[config.mk]
export PLATFORM = sky130hd
export DESIGN_NAME = mulDivUnit
export DESIGN_NICKNAME = d
export VERILOG_FILES = /design/src/rtl/mduPkg.sv /design/src/rtl/mduControl.sv /design/src/rtl/mduDatapath.sv /design/src/rtl/mulDivUnit.sv
export SDC_FILE = /design/constraint.sdc
export NUM_CORES = 1
export LEC_CHECK = 0
export ABC_AREA = 1
export BUFFER_PORTS_ARGS = -buffer_cell sky130_fd_sc_hd__buf_2
export CORE_MARGIN = 2
export CORE_UTILIZATION = 40
export DETAILED_ROUTE_END_ITERATION = 10
export HOLD_SLACK_MARGIN = 0.02
export PLACE_DENSITY_LB_ADDON = 0.2
export SYNTH_ARGS = -nofsm -noshare
export SYNTH_HDL_FRONTEND = slang
export SYNTH_SLANG_ARGS = --single-unit
[constraint.sdc]
create_clock -name clk -period 5.15 [get_ports clk]
set_clock_uncertainty 0.2 [all_clocks]
set_input_delay 0.7725 -clock clk [delete_from_list [all_inputs] [get_ports clk]]
set_output_delay 0.7725 -clock clk [all_outputs]
set_load 0.005 [all_outputs]
[src/rtl/mduPkg.sv]
package mduPkg;

  // Strobes from the sequencer to the datapath
  typedef struct packed {
    logic load;    // capture operands and operation
    logic step;    // perform one iteration
    logic finish;  // apply sign and write results or flags
  } mduCtl_t;

  // opSel encoding: bit 1 selects divide, bit 0 selects signed
  typedef enum logic [1:0] {
    OP_MULU = 2'b00,
    OP_MULS = 2'b01,
    OP_DIVU = 2'b10,
    OP_DIVS = 2'b11
  } mduOp_t;

endpackage

[src/rtl/mduControl.sv]
module mduControl
  import mduPkg::*;
#(
  parameter int W        = 16,
  parameter int MUL_BITS = 4,
  parameter int DIV_BITS = 2,
  parameter int LAT_MUL  = 5,
  parameter int LAT_DIV  = 10
) (
  input  logic       clk,
  input  logic       rstN,
  input  logic       start,
  input  logic [1:0] opSel,
  output mduCtl_t    ctl,
  output logic       busy,
  output logic       done
);

  localparam int MUL_STEPS = W / MUL_BITS;
  localparam int DIV_STEPS = W / DIV_BITS;
  localparam int CNT_W     = $clog2(LAT_DIV + 1) + 1;

  logic [CNT_W-1:0] cyclesLeft;
  logic [CNT_W-1:0] stepsLeft;
  logic [CNT_W-1:0] latSel;
  logic [CNT_W-1:0] stepSel;

  always_comb begin
    latSel  = opSel[1] ? CNT_W'(LAT_DIV)   : CNT_W'(LAT_MUL);
    stepSel = opSel[1] ? CNT_W'(DIV_STEPS) : CNT_W'(MUL_STEPS);
  end

  always_comb begin
    ctl.load   = start && !busy;
    ctl.step   = busy && (stepsLeft != '0);
    ctl.finish = busy && (cyclesLeft == CNT_W'(1));
  end

  always_ff @(posedge clk or negedge rstN) begin
    if (!rstN) begin
      busy       <= 1'b0;
      done       <= 1'b0;
      cyclesLeft <= '0;
      stepsLeft  <= '0;
    end else begin
      done <= 1'b0;
      if (ctl.load) begin
        busy       <= 1'b1;
        cyclesLeft <= latSel;
        stepsLeft  <= stepSel;
      end else if (busy) begin
        if (ctl.finish) begin
          busy <= 1'b0;
          done <= 1'b1;
        end
        cyclesLeft <= cyclesLeft - CNT_W'(1);
        if (stepsLeft != '0) stepsLeft <= stepsLeft - CNT_W'(1);
      end
    end
  end

  // Latency watch: counts edges from acceptance, independent of cyclesLeft
  logic [CNT_W-1:0] sinceStart;
  logic             watchDiv;
  always_ff @(posedge clk or negedge rstN) begin
    if (!rstN) begin
      sinceStart <= '0;
      watchDiv   <= 1'b0;
    end else if (start && !busy) begin
      sinceStart <= '0;
      watchDiv   <= opSel[1];
    end else if (busy) begin
      sinceStart <= sinceStart + CNT_W'(1);
    end
  end

  assert_latency_R1: assert property (@(posedge clk) disable iff (!rstN)
    done |-> sinceStart == (watchDiv ? CNT_W'(LAT_DIV) : CNT_W'(LAT_MUL)));

  assert_done_single_R7: assert property (@(posedge clk) disable iff (!rstN)
    done |=> !done);

  assert_busy_low_on_done_R7: assert property (@(posedge clk) disable iff (!rstN)
    done |-> (!busy && $past(busy)));

  assert_accept_R7: assert property (@(posedge clk) disable iff (!rstN)
    (start && !busy) |=> busy);

  assert_busy_start_ignored_R8: assert property (@(posedge clk) disable iff (!rstN)
    (busy && start && !done) |=> $stable(watchDiv));

  initial begin
    assert (LAT_MUL > MUL_STEPS && LAT_DIV > DIV_STEPS);
    assert (W % MUL_BITS == 0 && W % DIV_BITS == 0);
  end

endmodule

[src/rtl/mduDatapath.sv]
module mduDatapath
  import mduPkg::*;
#(
  parameter int W        = 16,
  parameter int MUL_BITS = 4,
  parameter int DIV_BITS = 2
) (
  input  logic           clk,
  input  logic           rstN,
  input  mduCtl_t        ctl,
  input  logic [1:0]     opSel,
  input  logic [2*W-1:0] srcA,
  input  logic [W-1:0]   srcB,
  output logic [W-1:0]   resHi,
  output logic [W-1:0]   resLo,
  output logic           divZero,
  output logic           divOvf
);

  localparam int DW = 2 * W;
  localparam int SW = W + MUL_BITS;
  localparam logic [W-1:0] HALF = W'(1) << (W - 1);

  // Captured operation state
  logic         isDiv, isSigned, negQ, negR, preOvf, zeroDiv;
  logic [W-1:0] opnd;     // multiplicand or divisor magnitude
  logic [W-1:0] hiReg;    // product high accumulator, or partial remainder
  logic [W-1:0] loReg;    // multiplier shifting out, or dividend/quotient

  // Operand magnitudes at load
  logic          sgnIn;
  logic [W-1:0]  mulAMag, bMag;
  logic [DW-1:0] dvdMag;

  always_comb begin
    sgnIn   = opSel[0];
    mulAMag = (sgnIn && srcA[W-1])  ? W'(-srcA[W-1:0]) : srcA[W-1:0];
    bMag    = (sgnIn && srcB[W-1])  ? W'(-srcB)        : srcB;
    dvdMag  = (sgnIn && srcA[DW-1]) ? DW'(-srcA)       : srcA;
  end

  // One multiply iteration: MUL_BITS multiplier bits per step
  logic [SW-1:0] mulSum;
  logic [W-1:0]  mulHiNext, mulLoNext;

  always_comb begin
    mulSum    = SW'(hiReg) + SW'(loReg[MUL_BITS-1:0]) * SW'(opnd);
    mulHiNext = mulSum[SW-1:MUL_BITS];
    mulLoNext = {mulSum[MUL_BITS-1:0], loReg[W-1:MUL_BITS]};
  end

  // One divide iteration: DIV_BITS restoring steps per cycle
  logic [W:0]   shiftRem;
  logic [W-1:0] divRemNext, divQuoNext;

  always_comb begin
    divRemNext = hiReg;
    divQuoNext = loReg;
    shiftRem   = '0;
    for (int i = 0; i < DIV_BITS; i++) begin
      shiftRem   = {divRemNext, divQuoNext[W-1]};
      divQuoNext = {divQuoNext[W-2:0], 1'b0};
      if (shiftRem >= {1'b0, opnd}) begin
        shiftRem      = shiftRem - {1'b0, opnd};
        divQuoNext[0] = 1'b1;
      end
      divRemNext = shiftRem[W-1:0];
    end
  end

  // Final sign handling
  logic [DW-1:0] prodSigned;
  logic [W-1:0]  quoSigned, remSigned;
  logic          quoRange;

  always_comb begin
    prodSigned = negQ ? DW'(-{hiReg, loReg}) : {hiReg, loReg};
    quoSigned  = negQ ? W'(-loReg) : loReg;
    remSigned  = negR ? W'(-hiReg) : hiReg;
    quoRange   = isSigned && (negQ ? (loReg > HALF) : loReg[W-1]);
  end

  always_ff @(posedge clk or negedge rstN) begin
    if (!rstN) begin
      isDiv    <= 1'b0;
      isSigned <= 1'b0;
      negQ     <= 1'b0;
      negR     <= 1'b0;
      preOvf   <= 1'b0;
      zeroDiv  <= 1'b0;
      opnd     <= '0;
      hiReg    <= '0;
      loReg    <= '0;
    end else if (ctl.load) begin
      isDiv    <= opSel[1];
      isSigned <= sgnIn;
      if (opSel[1]) begin
        opnd    <= bMag;
        hiReg   <= dvdMag[DW-1:W];
        loReg   <= dvdMag[W-1:0];
        zeroDiv <= (bMag == '0);
        preOvf  <= (dvdMag[DW-1:W] >= bMag);
        negQ    <= sgnIn && (srcA[DW-1] ^ srcB[W-1]);
        negR    <= sgnIn && srcA[DW-1];
      end else begin
        opnd    <= mulAMag;
        hiReg   <= '0;
        loReg   <= bMag;
        zeroDiv <= 1'b0;
        preOvf  <= 1'b0;
        negQ    <= sgnIn && (srcA[W-1] ^ srcB[W-1]);
        negR    <= 1'b0;
      end
    end else if (ctl.step) begin
      hiReg <= isDiv ? divRemNext : mulHiNext;
      loReg <= isDiv ? divQuoNext : mulLoNext;
    end
  end

  always_ff @(posedge clk or negedge rstN) begin
    if (!rstN) begin
      resHi   <= '0;
      resLo   <= '0;
      divZero <= 1'b0;
      divOvf  <= 1'b0;
    end else if (ctl.finish) begin
      if (!isDiv) begin
        resHi   <= prodSigned[DW-1:W];
        resLo   <= prodSigned[W-1:0];
        divZero <= 1'b0;
        divOvf  <= 1'b0;
      end else if (zeroDiv) begin
        divZero <= 1'b1;
        divOvf  <= 1'b0;
      end else if (preOvf || quoRange) begin
        divZero <= 1'b0;
        divOvf  <= 1'b1;
      end else begin
        resHi   <= remSigned;
        resLo   <= quoSigned;
        divZero <= 1'b0;
        divOvf  <= 1'b0;
      end
    end
  end

  assert_zero_keeps_results_R5: assert property (@(posedge clk) disable iff (!rstN)
    (ctl.finish && isDiv && zeroDiv) |=> ($stable({resHi, resLo}) && divZero));

  assert_no_overflow_R6: assert property (@(posedge clk) disable iff (!rstN)
    (ctl.finish && isDiv && !zeroDiv && preOvf) |=> ($stable({resHi, resLo}) && divOvf));

  assert_flags_exclusive_R6: assert property (@(posedge clk) disable iff (!rstN)
    $onehot0({divZero, divOvf}));

  assert_mul_clears_flags_R10: assert property (@(posedge clk) disable iff (!rstN)
    (ctl.finish && !isDiv) |=> (!divZero && !divOvf));

  assert_regs_idle_R8: assert property (@(posedge clk) disable iff (!rstN)
    (!ctl.load && !ctl.step) |=> $stable({hiReg, loReg, opnd}));

endmodule

[src/rtl/mulDivUnit.sv]
module mulDivUnit
  import mduPkg::*;
#(
  parameter int W        = 16,
  parameter int MUL_BITS = 4,
  parameter int DIV_BITS = 2,
  parameter int LAT_MUL  = 5,
  parameter int LAT_DIV  = 10
) (
  input  logic           clk,
  input  logic           rstN,
  input  logic           start,
  input  logic [1:0]     opSel,
  input  logic [2*W-1:0] srcA,
  input  logic [W-1:0]   srcB,
  output logic           busy,
  output logic           done,
  output logic [W-1:0]   resHi,
  output logic [W-1:0]   resLo,
  output logic           divZero,
  output logic           divOvf
);

  mduCtl_t ctl;

  mduControl #(
    .W(W), .MUL_BITS(MUL_BITS), .DIV_BITS(DIV_BITS),
    .LAT_MUL(LAT_MUL), .LAT_DIV(LAT_DIV)
  ) uControl (
    .clk   (clk),
    .rstN  (rstN),
    .start (start),
    .opSel (opSel),
    .ctl   (ctl),
    .busy  (busy),
    .done  (done)
  );

  mduDatapath #(
    .W(W), .MUL_BITS(MUL_BITS), .DIV_BITS(DIV_BITS)
  ) uDatapath (
    .clk     (clk),
    .rstN    (rstN),
    .ctl     (ctl),
    .opSel   (opSel),
    .srcA    (srcA),
    .srcB    (srcB),
    .resHi   (resHi),
    .resLo   (resLo),
    .divZero (divZero),
    .divOvf  (divOvf)
  );

endmodule

Yosys cells after proc, flatten, opt, wreduce, memory -nomap -nowiden
Index checks and enable logic that the tools add are counted.

word-level totals
  input bits = 53
  bits in read-only memories = 0
  logic and storage cells = 104
  bits in writable memories = 0
  bits in latches = 0
  register bits after elaboration = 100
  memories = 0

operators by class
  eq/ne operators = 3
  multipliers = 1
  $add $sub $neg = 11
  mux-type cells = 48
  $lt $le $gt $ge = 4
  div/mod/pow operators = 0
  shift-type cells = 0
  reduce and logical (&&, ||, !) cells = 18
  bitwise logic cells = 2

operators with widths
  cell                                                  count
  two-way mux 16 bit                                    21
  two-way mux 32 bit                                    2
  negator 16 bit                                        4
  negator 32 bit                                        2
  greater-or-equal comparator 17 x 16 -> 1 bit          2
  subtractor 16 bit                                     2
  two-way mux 5 bit                                     5
  adder 16 x 20 -> 20 bit                               1
  multiplier 4 x 16 -> 20 bit                           1
  two-way mux 1 bit                                     18
  greater-or-equal comparator 16 bit                    1
  > comparator 16 bit (second input constant)           1
  logical NOT 16 bit                                    1
  subtractor 5 x 1 -> 5 bit (second input constant)     2
  logical AND 1 bit                                     9
  two-way mux 4 bit                                     2
  nonzero test 2 bit                                    3
  equality test 5 x 1 -> 1 bit (second input constant)  1
  nonzero test 5 bit                                    1
  inequality test 2 bit (second input constant)         2
  AND reduction 3 bit                                   1
  AND reduction 2 bit                                   1
  XOR 1 bit                                             2
  logical NOT 1 bit                                     1
  logical OR 1 bit                                      1

Longest topological paths before layout
  depth after elaboration = 7
  depth in mapped cells = 28
  depth with buffers taken out = 27

Hierarchy
Synthesis repeated with hierarchy kept, for this count alone.

unflattened totals
  cells, all modules = 1,799
  area total of the unflattened synthesis = 12,134.1 sq um

by module, submodules not included
  module       area each (sq um)  instances  cells each
  mduDatapath  11,493.5           1          1,723
  mduControl   640.6              1          76

Least setup slack after synthesis
No wires, ideal clock.

  kind = register to register
  from = reg uDatapath.loReg[3]
  to = reg uDatapath.hiReg[8]
  required time = 4,877 ps
  cell stages (with the launch flop) = 19
  data arrival time = 4,088 ps
  period minus slack after synthesis = 4,361 ps
  library setup time = 73 ps
  path slack = 789 ps
  path through = dfrtp_1 -> buf_1 -> clkbuf_1 -> nand2_1 -> fa_1 -> inv_1 -> fa_1 -> fa_1 -> ha_1 -> a21o_1 -> a21boi_0 -> nand3_1 -> nand3_1 -> nand2_1 -> a21oi_1 -> o21ai_0 -> nand3_1 -> nand2_1 -> a21oi_2

between the ends
  longest elaborated chain between the ends = 5

ends and longest elaborated chain
  item                         line                text
  from (decl)                  mduDatapath.sv:28   logic [W-1:0] loReg;
  from (signal assigned)       mduDatapath.sv:100  loReg <= dvdMag[W-1:0];
  from (signal assigned)       mduDatapath.sv:108  loReg <= bMag;
  from (signal assigned)       mduDatapath.sv:116  loReg <= isDiv ? divQuoNext : mulLoNext;
  multiplier 4 x 16 -> 20 bit  mduDatapath.sv:47   mulSum = SW'(hiReg) + SW'(loReg[MUL_BITS-1:0]) * SW'(opnd);
  adder 16 x 20 -> 20 bit      mduDatapath.sv:47
  two-way mux 16 bit           mduDatapath.sv:115  hiReg <= isDiv ? divRemNext : mulHiNext;
  two-way mux 16 bit           mduDatapath.sv:114  end else if (ctl.step) begin
  two-way mux 16 bit           mduDatapath.sv:94   end else if (ctl.load) begin
  to (signal assigned)         mduDatapath.sv:99   hiReg <= dvdMag[DW-1:W];
  to (signal assigned)         mduDatapath.sv:115
  to (decl)                    mduDatapath.sv:27   logic [W-1:0] hiReg;

Every way passes these cells. The select of a mux whose other input is x is not followed.
A chain may end at the register's enable or synchronous reset.

Final worst setup path
  from = reg uDatapath.opnd[14]
  to = reg uDatapath.hiReg[7]

between the ends
  longest elaborated chain between the ends = 7
  elaborated cells on any way between the ends = 9
  those cells by class = 2 x add/sub; 2 x order compare; 5 x mux

ends and longest elaborated chain
  item                                                                               line                                  text
  from (decl)                                                                        mduDatapath.sv:26                     logic [W-1:0] opnd;
  from (signal assigned)                                                             mduDatapath.sv:98                     opnd <= bMag;
  from (signal assigned)                                                             mduDatapath.sv:106                    opnd <= mulAMag;
  greater-or-equal comparator 17 x 16 -> 1 bit or subtractor 16 bit (tied branches)  mduDatapath.sv:63, mduDatapath.sv:64
  two-way mux 16 bit                                                                 mduDatapath.sv:63                     if (shiftRem >= {1'b0, opnd}) begin
  subtractor 16 bit or greater-or-equal comparator 17 x 16 -> 1 bit (tied branches)  mduDatapath.sv:64, mduDatapath.sv:63
  two-way mux 16 bit *                                                               mduDatapath.sv:63
  two-way mux 16 bit *                                                               mduDatapath.sv:115
  two-way mux 16 bit *                                                               mduDatapath.sv:114
  two-way mux 16 bit *                                                               mduDatapath.sv:94

Every way passes the cells marked *; elsewhere a longest branch is shown, timed or not. The select of a mux whose other input is x is not followed.

==> impl_metrics.csv <==
group,metric,value,unit
finish,final_util,45.0,%
finish,stdcell_area,13200,um^2
worst_setup_path,r2r_end,"uDatapath.hiReg[7]",
worst_setup_path,r2r_start,"uDatapath.opnd[14]",
min_path,min_to,"uDatapath.resHi[15]",
floorplanning,dieArea,31000,um^2
floorplanning,die_y,176,um
timing,timing.setup.tns,0,ns
placement,placed_cell_area,12900,um^2
min_path,hp-start,"uDatapath.resHi[15]",
yosys,synth_seq_area_share,21.1,%
floorplanning,initial_core_util,40.3,%
timing,fin_ws,0.329,ns
worst_setup_path,crit_arrival,4.91,ns
clocking,numClockSinks,100,
yosys,synth_area,11900,um^2
global_route,antenna_found_initial,0,
worst_setup_path,ff2ff_setup_slack,0.33,ns
yosys,avgSynthCellArea,6.70,um^2
global_route,grt_pass1_vias,11700,
timing,min_period,4.82,ns
worst_setup_path,crit_type,"flip-flop to flip-flop",
timing,setup_viol_count_final,0,
timing,fmax,0.207,GHz
detailed_routing,vias_per_cell,5.55,
clocking,cts_buffer_depth,2,
worst_setup_path,worst-path-max-fanout,19,
finish,diodes,0,
yosys,yosys.area.top_type,"dfrtp_1",
clocking,cts.htree.levels,3,
finish,final_common_cell,"nand2_1",
yosys,synth_top_area_share,21.1,%
placement,io_buffers,88,
floorplanning,coreArea,29400,um^2
floorplanning,num_io_pins,89,
status,status,"finished clean",
finish,flow.area_growth_from_synthesis,11.6,%
yosys,syn-num-nets,1954,
yosys,synth-edff-count,0,
clocking,clk_latency,0.36,ns
timing,worst_pin_slew,0.902,ns
placement,place_congestion,1.01,
yosys,synth_cell_types,52,
global_route,track_usage,28.8,%
global_route,grt_pass1_wl,68800,um
detailed_routing,vias,12500,
finish,final_cell_mix,"nand2_1, inv_1, a21oi_1, o21ai_0, nor2_1",
worst_setup_path,worstSetupEndpointType,"flip-flop",
timing,relSlewSlack,39.9,%
clocking,cts_buffers,9,
detailed_routing,ant_nets,0,
finish,drive_gt1_share,9.64,%
yosys,ys_async_sr_fraction,100,%
min_path,min_delay_path_depth,2,
detailed_routing,wl,44300,um
timing,timing.final.crit_share,93.6,%
clocking,clk_pin_slew,0.09,ns
worst_setup_path,worst_setup_path_start_kind,"flip-flop",
detailed_routing,drt_iter0_drc,1190,
timing,rsz0062_at_grt,"false",
yosys,yosys_most_used_dff,"dfrtp_1",
min_path,hp-class,"flip-flop to flip-flop",
placement,dp_hpwl,36400,um
clocking,cts_tree,"yes",
finish,nNetsFinal,2046,
placement,place_ws,0.384,ns
run,drv_cap,0,
floorplanning,core.rowCount,63,
yosys,yosys_warnings,0,
detailed_routing,post-route-drc-count,0,
clocking,hold_buffers,0,
yosys,synthTopCellsByArea,"dfrtp_1, nand2_1, ha_1, inv_1, fa_1",
global_route,grt_max_degree,67,
global_route,grt_remaining_overflow,0,
detailed_routing,drtPass1Iterations,6,
detailed_routing,wl_per_cell,19.6,um
floorplanning,die_w,176,um
yosys,ys_seq_elements,100,
timing,slew_violations,0,
worst_setup_path,worstPathRequired,5.24,ns
yosys,synthCells,1771,
timing,final-hold-violation-count,0,
clocking,root_buffer,"clkbuf_16",
worst_setup_path,reg2reg_depth,22,
[what timing repair did]
item	CTS	global route
gates resized for setup	0	1
endpoints found under the setup margin	0	13
buffers inserted	0	3
[layout make-up]
type                    count  area, um^2
flip-flops and latches    100        2500
fillers                  3133       16200
clock buffers               9         225
multi-input cells        1341        8090
repair buffers            136         828
well taps                 390         488
inverters                 275        1030
clock inverters             7        63.8
[metrics by stage]
step / hold slack [ns] / instances
CTS: 0.291 / 2255
detailed placement: 0.269 / 2239
floorplan: 0.250 / 1771
finish: 0.280 / 2258
global placement: 0.260 / 2239
global route: 0.311 / 2258
[critical path: stages, from the launching register on]
cell and delay (ns):
dfrtp_1 0.45, inv_1 0.24, ha_1 0.36, a21oi_1 0.24
nor2_1 0.06, nor2_1 0.10, nand2_1 0.11, nor2_4 0.33
nand2_8 0.17, inv_1 0.19, o21ai_1 0.23, ha_1 0.42
nand2_1 0.13, nor4_1 0.36, nand2_1 0.14, nand2_1 0.08
nand2_1 0.10, nand4_4 0.22, buf_12 0.16, nand3_1 0.09
nand3_1 0.11, nand2_1 0.07, a21oi_2 0.16
[layer usage]
layer | track usage, % | vias to the layer above | wire [um] | share of wire, %
met4 | 9.02 | 0 | 1350 | 3.0
met1 | 42.3 | 5901 | 20300 | 46
met3 | 4.20 | 57 | 3760 | 8.5
met5 | 0 | - | 0 | 0
met2 | 43.5 | 547 | 18900 | 43
li1 | - | 6019 | - | -
[how the worst max path moves through the flow]
stage	start	endpoint	cells past startpoint
global placement	uDatapath.opnd[6]	uDatapath.hiReg[7]	23
global route	uDatapath.opnd[14]	uDatapath.hiReg[6]	24
CTS	uDatapath.opnd[14]	uDatapath.hiReg[7]	21
floorplan	uDatapath.loReg[3]	uDatapath.hiReg[8]	18
detailed placement	uDatapath.opnd[14]	uDatapath.hiReg[7]	21
finish	uDatapath.opnd[14]	uDatapath.hiReg[7]	22
[synthesized netlist by cell type (3+ instances only)]
cell,number
nand2_1,412
inv_1,271
a21oi_1,144
o21ai_0,138
nor2_1,134
nand3_1,108
dfrtp_1,100
ha_1,85
xor2_1,72
fa_1,45
clkbuf_1,37
nand4_1,27
nor3_1,23
o221ai_1,20
xnor2_1,17
a22oi_1,11
a31oi_1,10
buf_2,9
o22ai_1,9
or2_2,9
o31ai_1,8
o211ai_1,7
a21boi_0,6
o21ai_1,6
buf_1,5
nor4_1,5
a21oi_2,4
nand3b_1,4
o2111ai_1,4
a21o_1,3
and3_1,3
clkinv_1,3
nand3_2,3
nor2_4,3
o21bai_1,3
[state kept, by name, summed over array words and instances, names as in the netlist, 5 cells and up]
register / count
uControl.cyclesLeft: 5
uDatapath.hiReg: 16
uDatapath.resHi: 16
uDatapath.opnd: 16
uDatapath.loReg: 16
uDatapath.resLo: 16
uControl.stepsLeft: 5
[kinds of logic (layout without fill, tap and decap cells)]
logic type                 after synthesis  in the layout  share of synthesized area (%)
adders and majority gates              130            130                           16.6
DFF                                    100            100                           21.1
xor gates and xnor gates                89             89                           6.57
and+or+nand+nor                        740            740                           26.8
AOI/OAI and AO/OA                      382            382                           18.3
buffers and inverters                  330            427                           10.7
Power is not shown: default switching activity piles up to over one toggle a cycle in this logic, so the estimate is an artifact.
